File: src/rtl/wdk_pkg.sv
package wdk_pkg;

  localparam logic [7:0] OFS_REV  = 8'h00;
  localparam logic [7:0] OFS_SYSC = 8'h10;
  localparam logic [7:0] OFS_STAT = 8'h14;
  localparam logic [7:0] OFS_CTRL = 8'h24;
  localparam logic [7:0] OFS_CNT  = 8'h28;
  localparam logic [7:0] OFS_LOAD = 8'h2C;
  localparam logic [7:0] OFS_TRIG = 8'h30;
  localparam logic [7:0] OFS_PEND = 8'h34;
  localparam logic [7:0] OFS_KEY  = 8'h48;

  localparam logic [31:0] KEY_ON_A  = 32'h0000_BBBB;
  localparam logic [31:0] KEY_ON_B  = 32'h0000_4444;
  localparam logic [31:0] KEY_OFF_A = 32'h0000_AAAA;
  localparam logic [31:0] KEY_OFF_B = 32'h0000_5555;

  localparam int NSLOT     = 4;
  localparam int SLOT_CTRL = 0;
  localparam int SLOT_LOAD = 1;
  localparam int SLOT_TRIG = 2;
  localparam int SLOT_KEY  = 3;

  typedef enum logic [1:0] {
    KS_IDLE = 2'd0,
    KS_ON_HALF = 2'd1,
    KS_OFF_HALF = 2'd2
  } key_st_e;

  function automatic logic [7:0] slot_ofs(input int s);
    case (s)
      SLOT_CTRL: slot_ofs = OFS_CTRL;
      SLOT_LOAD: slot_ofs = OFS_LOAD;
      SLOT_TRIG: slot_ofs = OFS_TRIG;
      default:   slot_ofs = OFS_KEY;
    endcase
  endfunction

  function automatic int pend_pos(input int s);
    case (s)
      SLOT_CTRL: pend_pos = 0;
      SLOT_LOAD: pend_pos = 2;
      SLOT_TRIG: pend_pos = 3;
      default:   pend_pos = 4;
    endcase
  endfunction

endpackage

File: src/rtl/wdk_post.sv
// One posted-write slot: captures a write, holds it for DELAY clocks,
// then fires for one cycle so the owner can apply it.
module wdk_post #(
  parameter int W     = 32,
  parameter int DELAY = 6
) (
  input  logic         clk,
  input  logic         rst_n,
  input  logic         wr_req,
  input  logic [W-1:0] wdata,
  output logic         busy,
  output logic         fire,
  output logic [W-1:0] data
);
  localparam int CW = $clog2(DELAY + 1);

  logic [CW-1:0] cnt_q;
  logic [W-1:0]  data_q;

  assign busy = (cnt_q != '0);
  assign fire = (cnt_q == CW'(1));
  assign data = data_q;

  always_ff @(posedge clk or negedge rst_n) begin
    if (!rst_n) begin
      cnt_q  <= '0;
      data_q <= '0;
    end else if (wr_req && !busy) begin
      data_q <= wdata;
      cnt_q  <= CW'(DELAY);
    end else if (busy) begin
      cnt_q <= cnt_q - CW'(1);
    end
  end

  AST_BUSY_WRITE_DROPPED: assert property (@(posedge clk) disable iff (!rst_n)
    (busy && wr_req) |=> $stable(data_q));

  AST_FIRE_ENDS_PENDING: assert property (@(posedge clk) disable iff (!rst_n)
    fire |=> !busy);

endmodule

File: src/rtl/wdk_keyseq.sv
// Two-word key sequencer for starting and stopping the watchdog.
module wdk_keyseq
  import wdk_pkg::*;
(
  input  logic        clk,
  input  logic        rst_n,
  input  logic        apply_i,
  input  logic [31:0] word_i,
  output logic        en_o
);
  key_st_e st_q;
  logic    en_q;

  assign en_o = en_q;

  always_ff @(posedge clk or negedge rst_n) begin
    if (!rst_n) begin
      st_q <= KS_IDLE;
      en_q <= 1'b1;
    end else if (apply_i) begin
      if (st_q == KS_ON_HALF && word_i == KEY_ON_B) begin
        en_q <= 1'b1;
        st_q <= KS_IDLE;
      end else if (st_q == KS_OFF_HALF && word_i == KEY_OFF_B) begin
        en_q <= 1'b0;
        st_q <= KS_IDLE;
      end else if (word_i == KEY_ON_A) begin
        st_q <= KS_ON_HALF;
      end else if (word_i == KEY_OFF_A) begin
        st_q <= KS_OFF_HALF;
      end else begin
        st_q <= KS_IDLE;
      end
    end
  end

  AST_EN_ONLY_ON_KEY: assert property (@(posedge clk) disable iff (!rst_n)
    !apply_i |=> $stable(en_q));

  AST_START_NEEDS_HALF: assert property (@(posedge clk) disable iff (!rst_n)
    $rose(en_q) |-> $past(st_q) == KS_ON_HALF);

endmodule

File: src/rtl/wdk_count.sv
// Prescaled up-counter with reload and wrap detection.
module wdk_count #(
  parameter int          CW      = 32,
  parameter int          PW      = 3,
  parameter logic [31:0] RST_VAL = 32'hFFFF_8000
) (
  input  logic          clk,
  input  logic          rst_n,
  input  logic          tick_i,
  input  logic          en_i,
  input  logic          pre_en_i,
  input  logic [PW-1:0] ptv_i,
  input  logic          pre_clr_i,
  input  logic          reload_i,
  input  logic [CW-1:0] load_i,
  output logic [CW-1:0] cnt_o,
  output logic          ovf_o
);
  localparam int DW = 1 << PW;

  logic [DW-1:0] pre_q;
  logic [DW-1:0] pre_lim;
  logic [CW-1:0] cnt_q;
  logic          ovf_q;
  logic          pre_wrap;
  logic          adv;

  assign pre_lim  = ({{(DW-1){1'b0}}, 1'b1} << ptv_i) - {{(DW-1){1'b0}}, 1'b1};
  assign pre_wrap = (pre_q == pre_lim);
  assign adv      = en_i && tick_i && (!pre_en_i || pre_wrap);
  assign cnt_o    = cnt_q;
  assign ovf_o    = ovf_q;

  always_ff @(posedge clk or negedge rst_n) begin
    if (!rst_n) begin
      pre_q <= '0;
    end else if (pre_clr_i || !pre_en_i) begin
      pre_q <= '0;
    end else if (en_i && tick_i) begin
      pre_q <= pre_wrap ? '0 : pre_q + {{(DW-1){1'b0}}, 1'b1};
    end
  end

  always_ff @(posedge clk or negedge rst_n) begin
    if (!rst_n) begin
      cnt_q <= RST_VAL[CW-1:0];
      ovf_q <= 1'b0;
    end else begin
      ovf_q <= 1'b0;
      if (reload_i) begin
        cnt_q <= load_i;
      end else if (adv) begin
        if (&cnt_q) begin
          cnt_q <= load_i;
          ovf_q <= 1'b1;
        end else begin
          cnt_q <= cnt_q + {{(CW-1){1'b0}}, 1'b1};
        end
      end
    end
  end

  AST_HOLD_WHEN_STOPPED: assert property (@(posedge clk) disable iff (!rst_n)
    (!en_i && !reload_i) |=> $stable(cnt_q));

  AST_WRAP_RELOADS: assert property (@(posedge clk) disable iff (!rst_n)
    $rose(ovf_q) |-> (cnt_q == $past(load_i)));

  AST_REQ_ONE_CLOCK: assert property (@(posedge clk) disable iff (!rst_n)
    (ovf_q && !(&load_i)) |=> !ovf_q);

endmodule

File: src/rtl/keyseq_wdog.sv
module keyseq_wdog
  import wdk_pkg::*;
#(
  parameter int          POST_CYC = 6,
  parameter int          PRE_W    = 3,
  parameter logic [7:0]  REV_CODE = 8'h31,
  parameter logic [31:0] RST_LOAD = 32'hFFFF_8000
) (
  input  logic        clk,
  input  logic        rst_n,
  input  logic        bus_wr,
  input  logic [7:0]  bus_addr,
  input  logic [31:0] bus_wdata,
  output logic [31:0] bus_rdata,
  input  logic        tick,
  output logic        reset_req
);
  localparam int PRE_EN_BIT = 2 + PRE_W;

  logic [NSLOT-1:0] slot_wr;
  logic [NSLOT-1:0] slot_busy;
  logic [NSLOT-1:0] slot_fire;
  logic [31:0]      slot_data [NSLOT];

  logic [31:0] ctrl_q, load_q, trig_q, key_q;
  logic        sysc_q;
  logic [31:0] pend_vec;
  logic [31:0] cnt;
  logic        wd_en;
  logic        reload;
  logic        pre_clr;

  for (genvar g = 0; g < NSLOT; g++) begin : g_slot
    assign slot_wr[g] = bus_wr && (bus_addr == slot_ofs(g));
    wdk_post #(.W(32), .DELAY(POST_CYC)) u_post (
      .clk    (clk),
      .rst_n  (rst_n),
      .wr_req (slot_wr[g]),
      .wdata  (bus_wdata),
      .busy   (slot_busy[g]),
      .fire   (slot_fire[g]),
      .data   (slot_data[g])
    );
  end

  assign reload  = slot_fire[SLOT_TRIG] && (slot_data[SLOT_TRIG] != trig_q);
  assign pre_clr = reload || slot_fire[SLOT_CTRL];

  always_ff @(posedge clk or negedge rst_n) begin
    if (!rst_n) begin
      ctrl_q <= '0;
      load_q <= RST_LOAD;
      trig_q <= '0;
      key_q  <= '0;
      sysc_q <= 1'b0;
    end else begin
      if (slot_fire[SLOT_CTRL]) ctrl_q <= slot_data[SLOT_CTRL];
      if (slot_fire[SLOT_LOAD]) load_q <= slot_data[SLOT_LOAD];
      if (slot_fire[SLOT_TRIG]) trig_q <= slot_data[SLOT_TRIG];
      if (slot_fire[SLOT_KEY])  key_q  <= slot_data[SLOT_KEY];
      if (bus_wr && bus_addr == OFS_SYSC) sysc_q <= bus_wdata[0];
    end
  end

  wdk_keyseq u_keys (
    .clk     (clk),
    .rst_n   (rst_n),
    .apply_i (slot_fire[SLOT_KEY]),
    .word_i  (slot_data[SLOT_KEY]),
    .en_o    (wd_en)
  );

  wdk_count #(.CW(32), .PW(PRE_W), .RST_VAL(RST_LOAD)) u_count (
    .clk       (clk),
    .rst_n     (rst_n),
    .tick_i    (tick),
    .en_i      (wd_en),
    .pre_en_i  (ctrl_q[PRE_EN_BIT]),
    .ptv_i     (ctrl_q[PRE_EN_BIT-1:2]),
    .pre_clr_i (pre_clr),
    .reload_i  (reload),
    .load_i    (load_q),
    .cnt_o     (cnt),
    .ovf_o     (reset_req)
  );

  always_comb begin
    pend_vec = '0;
    for (int s = 0; s < NSLOT; s++) pend_vec[pend_pos(s)] = slot_busy[s];
  end

  always_comb begin
    case (bus_addr)
      OFS_REV:  bus_rdata = {24'd0, REV_CODE};
      OFS_SYSC: bus_rdata = {31'd0, sysc_q};
      OFS_STAT: bus_rdata = '0;
      OFS_CTRL: bus_rdata = ctrl_q;
      OFS_CNT:  bus_rdata = cnt;
      OFS_LOAD: bus_rdata = load_q;
      OFS_TRIG: bus_rdata = trig_q;
      OFS_PEND: bus_rdata = pend_vec;
      OFS_KEY:  bus_rdata = key_q;
      default:  bus_rdata = '0;
    endcase
  end

  AST_NEW_TRIG_RELOADS: assert property (@(posedge clk) disable iff (!rst_n)
    reload |=> (cnt == $past(load_q)));

  AST_SAME_TRIG_NO_JUMP: assert property (@(posedge clk) disable iff (!rst_n)
    (slot_fire[SLOT_TRIG] && slot_data[SLOT_TRIG] == trig_q && !wd_en) |=> $stable(cnt));

  AST_PEND_SET_ON_WRITE: assert property (@(posedge clk) disable iff (!rst_n)
    (slot_wr[SLOT_LOAD] && !slot_busy[SLOT_LOAD]) |=> pend_vec[2]);

endmodule

File: config.mk
export PLATFORM = sky130hd
export DESIGN_NAME = keyseq_wdog
export DESIGN_NICKNAME = d
export VERILOG_FILES = /design/src/rtl/wdk_pkg.sv /design/src/rtl/wdk_post.sv /design/src/rtl/wdk_keyseq.sv /design/src/rtl/wdk_count.sv /design/src/rtl/keyseq_wdog.sv
export SDC_FILE = /design/constraint.sdc
export NUM_CORES = 1
export LEC_CHECK = 0
export ABC_AREA = 1
export ABC_CLOCK_PERIOD_IN_PS = 7100
export BUFFER_PORTS_ARGS = -buffer_cell sky130_fd_sc_hd__buf_2
export CAP_MARGIN = 20
export CORE_ASPECT_RATIO = 0.9
export CORE_MARGIN = 1
export CORE_UTILIZATION = 50
export CTS_CLUSTER_SIZE = 8
export DETAILED_ROUTE_END_ITERATION = 12
export PLACE_DENSITY = 0.67
export REMOVE_ABC_BUFFERS = 1
export SLEW_MARGIN = 30
export SYNTH_ARGS = -nofsm -noshare
export SYNTH_HDL_FRONTEND = slang
export SYNTH_HIERARCHICAL = 1
export SYNTH_SLANG_ARGS = --single-unit
File: constraint.sdc
create_clock -name clk -period 7.1 [get_ports clk]
set_clock_uncertainty 0.1 [all_clocks]
set_input_delay 1.065 -clock clk [delete_from_list [all_inputs] [get_ports clk]]
set_output_delay 1.065 -clock clk [all_outputs]
set_load 0.005 [all_outputs]
# Word-level counts from Yosys, hierarchy flattened
# Cells that the tools add are included.
[classes] shift=1 reduce_logical=36 muxes=24 n_eq_ne=19 add_sub_neg=7
[ops] operator="case mux 32 bit (8 select lines)" count=1
[ops] operator="two-way mux 32 bit" count=3
[ops] operator="== test 32 x 15 -> 1 bit, second input constant" count=2
[ops] operator="== test 32 x 16 -> 1 bit, second input constant" count=2
[ops] operator="== test 8 x 6 -> 1 bit, second input constant" count=5
[ops] operator="adder 32 x 1 -> 32 bit, second input constant" count=1
[ops] operator="inequality test 32 bit" count=1
[ops] operator="AND reduction 32 bit" count=1
[ops] operator="two-way mux 3 bit" count=8
[ops] operator="two-way mux 8 bit" count=3
[ops] operator="logical AND 1 bit" count=14
[ops] operator="nonzero test 2 bit" count=7
[ops] operator="== test 3 x 1 -> 1 bit, second input constant" count=4
[ops] operator="nonzero test 3 bit" count=4
[ops] operator="subtractor 3 x 1 -> 3 bit, second input constant" count=4
[ops] operator="adder 8 x 1 -> 8 bit, second input constant" count=1
[ops] operator="== test 8 x 5 -> 1 bit, second input constant" count=1
[ops] operator="== test 8 x 7 -> 1 bit, second input constant" count=1
[ops] operator="== test 8 bit" count=1
[ops] operator="logical NOT 8 bit" count=1
[ops] operator="two-way mux 2 bit" count=4
[ops] operator="<< shifter 1 x 3 -> 8 bit, first input constant" count=1
[ops] operator="subtractor 8 x 1 -> 8 bit, second input constant" count=1
[ops] operator="logical NOT 1 bit" count=5
[ops] operator="other kinds (5)" count=11
[word_totals] word_cells=105 reg_bits=313

# Depth between registers and ports, before layout
# Gate-level depths: netlist (run 1).
[logic_depth] word_depth=7 mapped_depth=17 ltp_nobuf=15

# Hierarchy
# The synthesis (run 1) kept the hierarchy.
[modules_own_cells] mod="keyseq_wdog" instances=1 area_per_inst_um2=6611.3 cells_each=890
[modules_own_cells] mod="wdk_post" instances=4 area_per_inst_um2=1615.3 cells_each=161
[modules_own_cells] mod="wdk_count" instances=1 area_per_inst_um2=3505.9 cells_each=553
[modules_own_cells] mod="wdk_keyseq" instances=1 area_per_inst_um2=379.1 cells_each=72

# Worst setup path after synthesis (run 1)
# No wires, ideal clock.
[synth_path] kind="input -> output" from="input bus_addr[0]" to="output bus_rdata[10]" path_buffers=1 required_time_ps=5935 arrival_ps=2048 path_stages=8 path_slack_ps=3887 cell_sequence="inv_1 > nand2_1 > nor3_2 > nand2_1 > clkbuf_1 > o21ai_0 > nor2_1 > nand2_1"
[synth_via] elab_chain_len=2
[synth_rtl] item="start: declaration" line_no="keyseq_wdog.sv:12" source="input logic [7:0] bus_addr,"
[synth_rtl] item="== test 8 x 7 -> 1 bit, or another cell as far along" line_no="keyseq_wdog.sv:93" source="case (bus_addr)"
[synth_rtl] item="case mux 32 bit (8 select lines) (*)" line_no="keyseq_wdog.sv:93"
[synth_rtl] item="end: declaration" line_no="keyseq_wdog.sv:14" source="output logic [31:0] bus_rdata,"
# Every way passes the cells marked *; elsewhere a longest branch is shown, timed or not.

# Worst setup path in the final report (run 1)
[layout_path] from="input bus_addr[0]" to="output bus_rdata[18]"
# Same word-level chain as after synthesis.

==> metrics.txt, run 1 <==
peak supply drop=169.4 µV; placer congestion estimate=0.9231; syn_area_per_cell=7.854 µm²; crit path buf inv count=5; crit share post-route=0.6466; dpl hpwl=28240 µm; fill count=3067; leakage power=9.074 nW; CP max stage cell=nand2_1; Hold Startpoint=ctrl_q[10]; Seq/Total Area, Yosys=0.4645; DR vias=13.87k; Synth area leader=dfrtp_1; area growth from synthesis to layout=11.41%; endpoints failing hold=0; global-route wire length before repair=70290 µm; postcts setup bufs=0; power density over the cells=289.2 mW/mm²; CTS buffer count=45; list of most frequent post-synthesis cells=nand2_1, inv_1, dfrtp_1; Iteration-0 DRC Markers=963; vias per cell=5.143; Hold EP=ctrl_q[10]; setup violators final=0; Async SR Flop Fraction=1.000; data required time at the worst endpoint=5.93 ns; Register-to-Register Path Depth=12; Yosys cell types=40; CP top delay family=buffers and inverters; reg-to-reg startpoint=g_slot[2].u_post/cnt_q[1]; hold_buf cts=0; RSZ-0062 raised after global routing=no; die height=176.7 µm; wire per inst=15.84 µm; Post-synth EDFFs=0; status=finished, final reports clean; dpl cell area=0.01748 mm²; DP Cell Count=2609; largest net degree at the start of global routing=164; number of remaining DRC errors=0; f_max=217.8 MHz; max_slew headroom=0.4483; post-route insts no fill=2697; overall die area=0.03466 mm²; CTS tree=yes; ranking of synthesized cells by area=dfrtp_1, nand2_1, inv_1, o21ai_2, dfstp_2; fin area=0.01889 mm²; Ys Warns=6; IO Pins=77; CTS root buf=clkbuf_16; dominant synthesized flop cell=dfrtp_1; Antenna Violating Nets Remaining=0; DR pass1 iterations=5; Synth Register Bits=313; die width=196.1 µm; H-Tree Depth=2; most frequent CP cell=nand2_1; Hold WS=0.3676 ns; FF-to-FF setup slack=3.72 ns; Global Route Usage Sum=0.2540; max-slew violations=0; Synth Instances=2159; number of port buffers=76; Worst setup EP type=output pin; synthesized cell area=0.01696 mm²; row cnt=63; clock latency on the worst-skew pair=0.54 ns; sum of negative setup slack=0 ns; Period minus WS final=4.591 ns; Slew @ Worst Pin=0.8275 ns; fin worst setup slack=2.509 ns; count leader, synth=nand2_1; startpoint types=primary input; cell depth of the worst hold path=2; HP Class=reg2reg; Synth top area share=0.4102; reg2reg end=u_count/cnt_o[15]; worst-path cell chain=buf_2 > inv_1 > nand2_1 > nor3_4 > buf_4 > nand2_1 > buf_4 > o22ai_1 > nor2_1 > nand2_1 > buf_2; Worst-path clk slew=0.05 ns; Max FO, Critical Path=33; initial core utilization=0.5110; drt total wl=42710 µm; dpl ws=2.437 ns; Max Cap Viol=0; clk sink count=313; Core ar.=0.03319 mm²; Clock Tree Buf Depth=3; Setup Crit Path Kind=in2out; initial antenna violation count=0; CP max stage delay=0.55 ns; cts repair resizes=0; NumNets Final=2262; grt ovf=0; CP arrival=3.43 ns; vias in the first global route=13.52k; layout cell share with drive strength beyond 1=0.1682
-- layout by cell type (no fill, tap or decap), drive strengths merged --
master / instances
nor3b: 1
nor2: 141
o22ai: 29
nand2: 627
dfstp: 35
nor3: 13
clkinvlp: 1
or2: 1
o21bai: 1
dfrtp: 278
ha: 14
and2: 3
a21oi: 11
nand4: 26
clkbuf: 82
mux2: 2
inv: 355
xor2: 11
nand3b: 12
o21ai: 290
xnor2: 31
buf: 95
nand3: 181
diode: 1
clkinv: 1
-- layer usage --
| layer | vias to the layer above | part of all wire | GRT usage |
|---|---|---|---|
| li1 | 6839 | - | - |
| met1 | 6648 | 0.48 | 0.3626 |
| met2 | 319 | 0.45 | 0.4057 |
| met3 | 64 | 0.048 | 0.03392 |
| met4 | 0 | 0.018 | 0.07227 |
| met5 | - | 0 | 0 |
-- logic make-up after synthesis --
logic type                 Yosys count  share of synthesized area
xor gates and xnor gates            42                    0.02169
AOI/OAI and AO/OA                  331                     0.1265
buffers and inverters              452                     0.1179
muxes                                2                   0.001328
adders and majority gates           14                    0.01033
and+or+nand+nor                   1005                     0.2577
DFF                                313                     0.4645
-- power breakdown --
part	leakage, nW	switching, mW	total [mW]	internal (mW)
Clock	0.631	0.776	2.02	1.24
Combinational	4.24	0.861	1.22	0.362
Sequential	4.21	0.204	2.22	2.02
Total	9.07	1.84	5.46	3.62
-- area by class of cell --
type                            instances  area [µm²]  area share
Sequential cell                       313        7876      0.4169
Multi-Input combinational cell       1394        7158      0.3789
Inverter                              355        1333     0.07053
Clock buffer                           82        1318     0.06974
Timing Repair Buffer                   95       619.3     0.03278
Tap cell                              455       569.3     0.03013
Clock inverter                          2       16.27   0.0008610
Antenna cell                            1       2.502   0.0001325
-- worst reg2reg max path: stages (launching register included) --
cell     delay [ns]
dfrtp_1        0.36
inv_1          0.12
ha_1           0.16
inv_1          0.05
nor2_4         0.07
buf_4          0.58
nand2_1        0.26
inv_1          0.31
inv_2          0.32
buf_4          0.35
nand2_4        0.36
nand3_1        0.18
nand2_1        0.11
-- how the worst max path moves through the flow --
stage	cells after the start	endpoint	slack, ns	start
after detailed placement	11	g_slot[3].u_post/data[9]	2.44	bus_addr[0]
after global placement	11	g_slot[3].u_post/data[19]	2.56	bus_addr[0]
final	11	bus_rdata[18]	2.51	bus_addr[0]
after floorplan	8	g_slot[1].u_post/data[0]	1.09	bus_addr[6]
after CTS	11	bus_rdata[18]	2.57	bus_addr[0]
after global routing	11	bus_rdata[19]	2.40	bus_addr[0]
-- metrics by stage --
stage	power, mW	utilization
6_report	5.463	0.5693
5_1_grt	5.762	0.5692
4_1_cts	5.494	0.5671
3_5_place_dp	3.454	0.5269
3_3_place_gp	3.411	0.5257
2_1_floorplan	2.983	-
-- registers in the layout, indices dropped and copies added, names as in the netlist --
register and count:
g_slot.u_post/data 128, ctrl_q 32, key_q 32, load_q 32, trig_q 32, u_count/cnt_o 32, g_slot.u_post/cnt_q 12, u_count/pre_q 8
u_keys/st_q 2, sysc_q 1, u_count/ovf_o 1, u_keys/en_o 1
Note: power is estimated with default switching activity, not from simulation.
==> inputs of run 2 (changes only) <==
--- a/config.mk
+++ b/config.mk
@@ -5,8 +5,8 @@
 export SDC_FILE = /design/constraint.sdc
 export NUM_CORES = 1
 export LEC_CHECK = 0
-export ABC_AREA = 1
-export ABC_CLOCK_PERIOD_IN_PS = 7100
+export ABC_AREA = 0
+export ABC_CLOCK_PERIOD_IN_PS = 4300
 export BUFFER_PORTS_ARGS = -buffer_cell sky130_fd_sc_hd__buf_2
 export CAP_MARGIN = 20
 export CORE_ASPECT_RATIO = 0.9
==> constraint.sdc (replaced) <==
create_clock -name clk -period 4.3 [get_ports clk]
set_clock_uncertainty 0.1 [all_clocks]
set_input_delay 0.645 -clock clk [delete_from_list [all_inputs] [get_ports clk]]
set_output_delay 0.645 -clock clk [all_outputs]
set_load 0.005 [all_outputs]
==> run 2 against run 1 <==
  * Via count decreased by 23%
  * First-iteration DRC count decreased by 4.9%
  * Flip-flop and latch count is the same
  * Utilization rose by 0.42 points
  * Area after synthesis shrank 7.0%
  * Setup slack got worse by 1.8 ns
==> metrics.txt, run 2 <==
status=finished, final reports clean; Worst setup EP type=output pin; max-slew violations=0; HP Class=in2async; power density over the cells=508.7 mW/mm²; Ys Warns=6; max reg flops=128; list of most frequent post-synthesis cells=dfrtp_1, mux2_2, mux2_4; NumNets Final=1332; max_slew headroom=0.3828; DR vias=10.71k; RSZ-0062 raised after global routing=no; CTS buffer count=45; Seq/Total Area, Yosys=0.4994; sum of negative setup slack=0 ns; CTS root buf=clkbuf_16; startpoint types=primary input; global-route wire length before repair=65390 µm; fin worst setup slack=0.6663 ns; data required time at the worst endpoint=3.56 ns; Setup Crit Path Kind=in2out; Worst-path clk slew=0.05 ns; Clock Tree Buf Depth=3; row cnt=61; initial antenna violation count=0; Max Cap Viol=0; setup violators final=0; hold_buf cts=0; Synth Instances=1196; Synth Register Bits=313; crit share post-route=0.8451; Pwr Total=9.039 mW; endpoints failing hold=0; largest net degree at the start of global routing=99; Yosys cell types=82; peak supply drop=321.1 µV; f_max=275.2 MHz; DR pass1 iterations=5; Multi-input gate area=0.007366 mm²; Max FO, Critical Path=8; Slew @ Worst Pin=0.9173 ns; placer congestion estimate=0.9143; CTS tree=yes; CP arrival=2.89 ns; overall die area=0.03226 mm²; commonest non-fill, non-tap cell in the layout=dfrtp_1; Global Route Usage Sum=0.2671; Synth top area share=0.4411; fill count=2600; vias in the first global route=10.80k; postcts setup bufs=0; wire per inst=24.59 µm; area growth from synthesis to layout=12.66%; initial core utilization=0.5090; Antenna Violating Nets Remaining=0; IO Pins=77; dpl hpwl=27380 µm; leakage power=8.564 nW; syn_area_per_cell=13.19 µm²; number of remaining DRC errors=0; Core ar.=0.03099 mm²; die width=189.2 µm; dominant synthesized flop cell=dfrtp_1; number of port buffers=76; Async SR Flop Fraction=1.000; ranking of synthesized cells by area=dfrtp_1, mux2_4, mux2_2, dfstp_2, mux2i_1; layout cell share with drive strength beyond 1=0.3733; synthesized cell area=0.01577 mm²; H-Tree Depth=2; most frequent cells in the layout=dfrtp_1, mux2_2, mux2_4; area occupied by registers=0.007876 mm²; ANT cells=0; grt ovf=0; vias per cell=6.227; Period minus WS final=3.634 ns; die height=170.5 µm; count leader, synth=dfrtp_1; Hold WS=0.05095 ns; Final Core Density=0.5734; Synth area leader=dfrtp_1; clock latency on the worst-skew pair=0.54 ns; clk sink count=313; Post-synth EDFFs=0; cts repair resizes=0; dpl ws=0.5963 ns; drt total wl=42270 µm; Iteration-0 DRC Markers=916
## run 2: cell types whose count changed after synthesis, sizes merged, moves of 40 or more
cell   change
mux2     +262
inv      -322
nand2    -597
mux2i     +40
nand3    -156
nor2      -99
o21ai    -263
## run 2: power breakdown
part	internal, mW	leakage, nW	switching (mW)	total, mW
registers	3.34	4.17	0.418	3.76
logic	0.879	3.77	1.13	2.01
clock network	2.00	0.619	1.28	3.27
## run 2: kinds of logic after synthesis
family / synth area share
muxes: 0.2427
AOI/OAI and AO/OA: 0.09115
adders and majority gates: 0.01111
xor gates and xnor gates: 0.01777
buffers and inverters: 0.03752
and+or+nand+nor: 0.1004
DFF: 0.4994
## run 2: metal layers
layer	part of all wire	up-vias	wire (µm)	global-route usage
met3	0.061	90	2598	0.04513
met5	0	-	0	0
met2	0.45	394	18970	0.4086
met1	0.46	5568	19470	0.3849
met4	0.029	0	1231	0.09151
li1	-	4653	-	-
## run 2: through the flow
stage          instance area (µm²)  std cells
3_5_place_dp                 16450       1636
5_1_grt                      17770       1719
3_3_place_gp                 16450       1636
2_1_floorplan                15300       1128
4_1_cts                      17760       1719
6_report                     17770       1719
## run 2: worst max-delay path, stage by stage
cell      delay, ns
buf_2          0.12
nor2_1         0.56
nand2_1        0.33
nor2_2         0.50
buf_4          0.27
a222oi_1       0.09
o21ai_1        0.19
buf_2          0.18
## run 2: final timing paths
kind                          startpoint                        end  slack (ns)  cells after the start
setup / recovery             bus_addr[1]              bus_rdata[22]        0.67                      8
hold / removal                     rst_n           u_count/pre_q[4]        0.05                      1
setup reg to reg              trig_q[25]          u_count/cnt_o[11]        0.84                      7
hold reg to reg              u_keys/en_o                u_keys/en_o        0.39                      2
max in group asynchronous          rst_n                 load_q[15]        3.00                      2
min in group clk           bus_wdata[20]  g_slot[2].u_post/data[20]        0.29                      2
## run 2: final cells by class
type                       instances  share of cell area
sequential                       313              0.4432
clock inverter                     2            0.001408
inverter                          32            0.006760
tap                              409             0.02880
timing repair buffer              99             0.03309
clock buffer                      81             0.07217
multi-input combinational        783              0.4145
==> inputs of run 3 (changes only) <==
--- a/config.mk
+++ b/config.mk
@@ -6,7 +6,7 @@
 export NUM_CORES = 1
 export LEC_CHECK = 0
 export ABC_AREA = 0
-export ABC_CLOCK_PERIOD_IN_PS = 4300
+export ABC_CLOCK_PERIOD_IN_PS = 3700
 export BUFFER_PORTS_ARGS = -buffer_cell sky130_fd_sc_hd__buf_2
 export CAP_MARGIN = 20
 export CORE_ASPECT_RATIO = 0.9
==> constraint.sdc (replaced) <==
create_clock -name clk -period 3.7 [get_ports clk]
set_clock_uncertainty 0.1 [all_clocks]
set_input_delay 0.555 -clock clk [delete_from_list [all_inputs] [get_ports clk]]
set_output_delay 0.555 -clock clk [all_outputs]
set_load 0.005 [all_outputs]
==> run 3 against run 2 <==
  * Clock-buffer cell count did not move
  * Critical path depth decreased by 1
  * Global-route usage rose by 0.59 points
  * Power increased by 17%
  * Hold slack improved by 0.14 ns
  * First-iteration DRC count grew 10%
  * Sequential share of layout area fell by 0.34 points
  * Via count is 0.45% lower
  * Register-to-register slack lost 0.20 ns
  * Final area increased by 0.77%
  * Highest routed layer unchanged
==> metrics.txt, run 3 (synthesis results as in run 2) <==
status=finished, final reports clean; CP arrival=2.49 ns; initial antenna violation count=0; startpoint types=primary input; Iteration-0 DRC Markers=1009; max-slew violations=0; die height=170.5 µm; row cnt=61; vias per cell=6.153; DR vias=10.66k; Clock Tree Buf Depth=3; vias in the first global route=10.78k; number of port buffers=76; Max Cap Viol=0; Multi-input gate area=0.007366 mm²; Antenna Violating Nets Remaining=0; grt ovf=0; CTS buffer count=45; layout cell share with drive strength beyond 1=0.3787; global-route wire length before repair=66160 µm; area occupied by registers=0.007876 mm²; start point of the critical path=bus_addr[4]; number of remaining DRC errors=0; dpl ws=0.5812 ns; Worst-path clk slew=0.05 ns; CTS tree=yes; DP Cell Count=1648; IO Pins=77; clock latency on the worst-skew pair=0.55 ns; endpoints failing hold=0; Worst Setup EP=bus_rdata[12]; initial core utilization=0.5090; Global Route Usage Sum=0.2730; DR pass1 iterations=5; worst-path cell chain=buf_2 > nor4b_4 > and2_1 > buf_4 > a222oi_1 > o22ai_1 > buf_2; most frequent CP cell=buf_2; Setup Crit Path Kind=in2out; RSZ-0062 raised after global routing=no; CTS root buf=clkbuf_16; H-Tree Depth=2; WP depth=7; cts repair resizes=0; area growth from synthesis to layout=13.53%; Max FO, Critical Path=11; CP max stage delay=0.46 ns; Final Core Density=0.5779; data required time at the worst endpoint=3.04 ns; postcts setup bufs=0; ANT cells=0; placer congestion estimate=0.9159; largest net degree at the start of global routing=96; dpl hpwl=27960 µm; wire per inst=24.76 µm; fin area=0.01791 mm²; setup violators final=0; dpl cell area=0.01659 mm²; CP top delay family=simple AND/OR/NAND/NOR gates; Period minus WS final=3.141 ns; Core ar.=0.03099 mm²; Slew @ Worst Pin=0.9085 ns; peak supply drop=425.9 µV; die width=189.2 µm; leakage power=8.645 nW; f_max=318.4 MHz; crit share post-route=0.8488; max_slew headroom=0.3930; Hold WS=0.1903 ns; crit path buf inv count=3; most frequent cells in the layout=dfrtp_1, mux2_2, mux2_4; HP Class=in2reg; power density over the cells=591.0 mW/mm²; FF-to-FF setup slack=0.64 ns; fill count=2585; post-route insts no fill=1732; Worst setup EP type=output pin; clk sink count=313; reg-to-reg startpoint=u_count/cnt_o[0]; Register-to-Register Path Depth=5; overall die area=0.03226 mm²; commonest non-fill, non-tap cell in the layout=dfrtp_1; fin worst setup slack=0.5593 ns; max reg flops=128; CP max stage cell=and2_1; NumNets Final=1345; drt total wl=42880 µm; reg2reg end=u_count/ovf_o
==> run 3: final cells by class <==
type | count | share of cell area
clock inverter | 2 | 0.001397
inverter | 32 | 0.006708
multi-input combinational | 783 | 0.4113
tap | 409 | 0.02858
timing repair buffer | 112 | 0.04053
clock buffer | 81 | 0.07162
sequential | 313 | 0.4398
==> run 3: power breakdown <==
part	switching (mW)	internal (mW)	total [mW]
Combinational	1.34	1.06	2.40
Clock	1.50	2.32	3.82
Sequential	0.488	3.88	4.37
==> run 3: routing by layer <==
metal / track usage / vias up / share of wire
met2: 0.4119 / 390 / 0.45
met5: 0 / - / 0
li1: - / 4688 / -
met4: 0.09081 / 0 / 0.027
met3: 0.06092 / 75 / 0.073
met1: 0.3896 / 5504 / 0.45
==> run 3: worst min path at each step <==
stage / cells past startpoint / slack, ns / endpoint / start
2_1_floorplan: 0 / 0.16 / ctrl_q[0] / rst_n
3_5_place_dp: 2 / 0.38 / u_keys/en_o / u_keys/en_o
3_3_place_gp: 2 / 0.37 / u_keys/en_o / u_keys/en_o
6_report: 2 / 0.19 / g_slot[2].u_post/data[20] / bus_wdata[20]
4_1_cts: 2 / 0.18 / g_slot[0].u_post/data[18] / bus_wdata[18]
5_1_grt: 2 / 0.19 / g_slot[0].u_post/data[20] / bus_wdata[20]
==> run 3: stage by stage <==
stage / TNS [ns] / power (mW)
finish: 0 / 10.58
global route: 0 / 11.02
floorplan: -118.90 / 5.793
CTS: 0 / 10.62
detailed placement: 0 / 6.755
global placement: 0 / 6.694
==> run 3: repair_timing <==
action / CTS / global route
hold buffers: 1 / 0
endpoints found under the hold margin: 81 / 0
setup endpoints to repair: 0 / 0
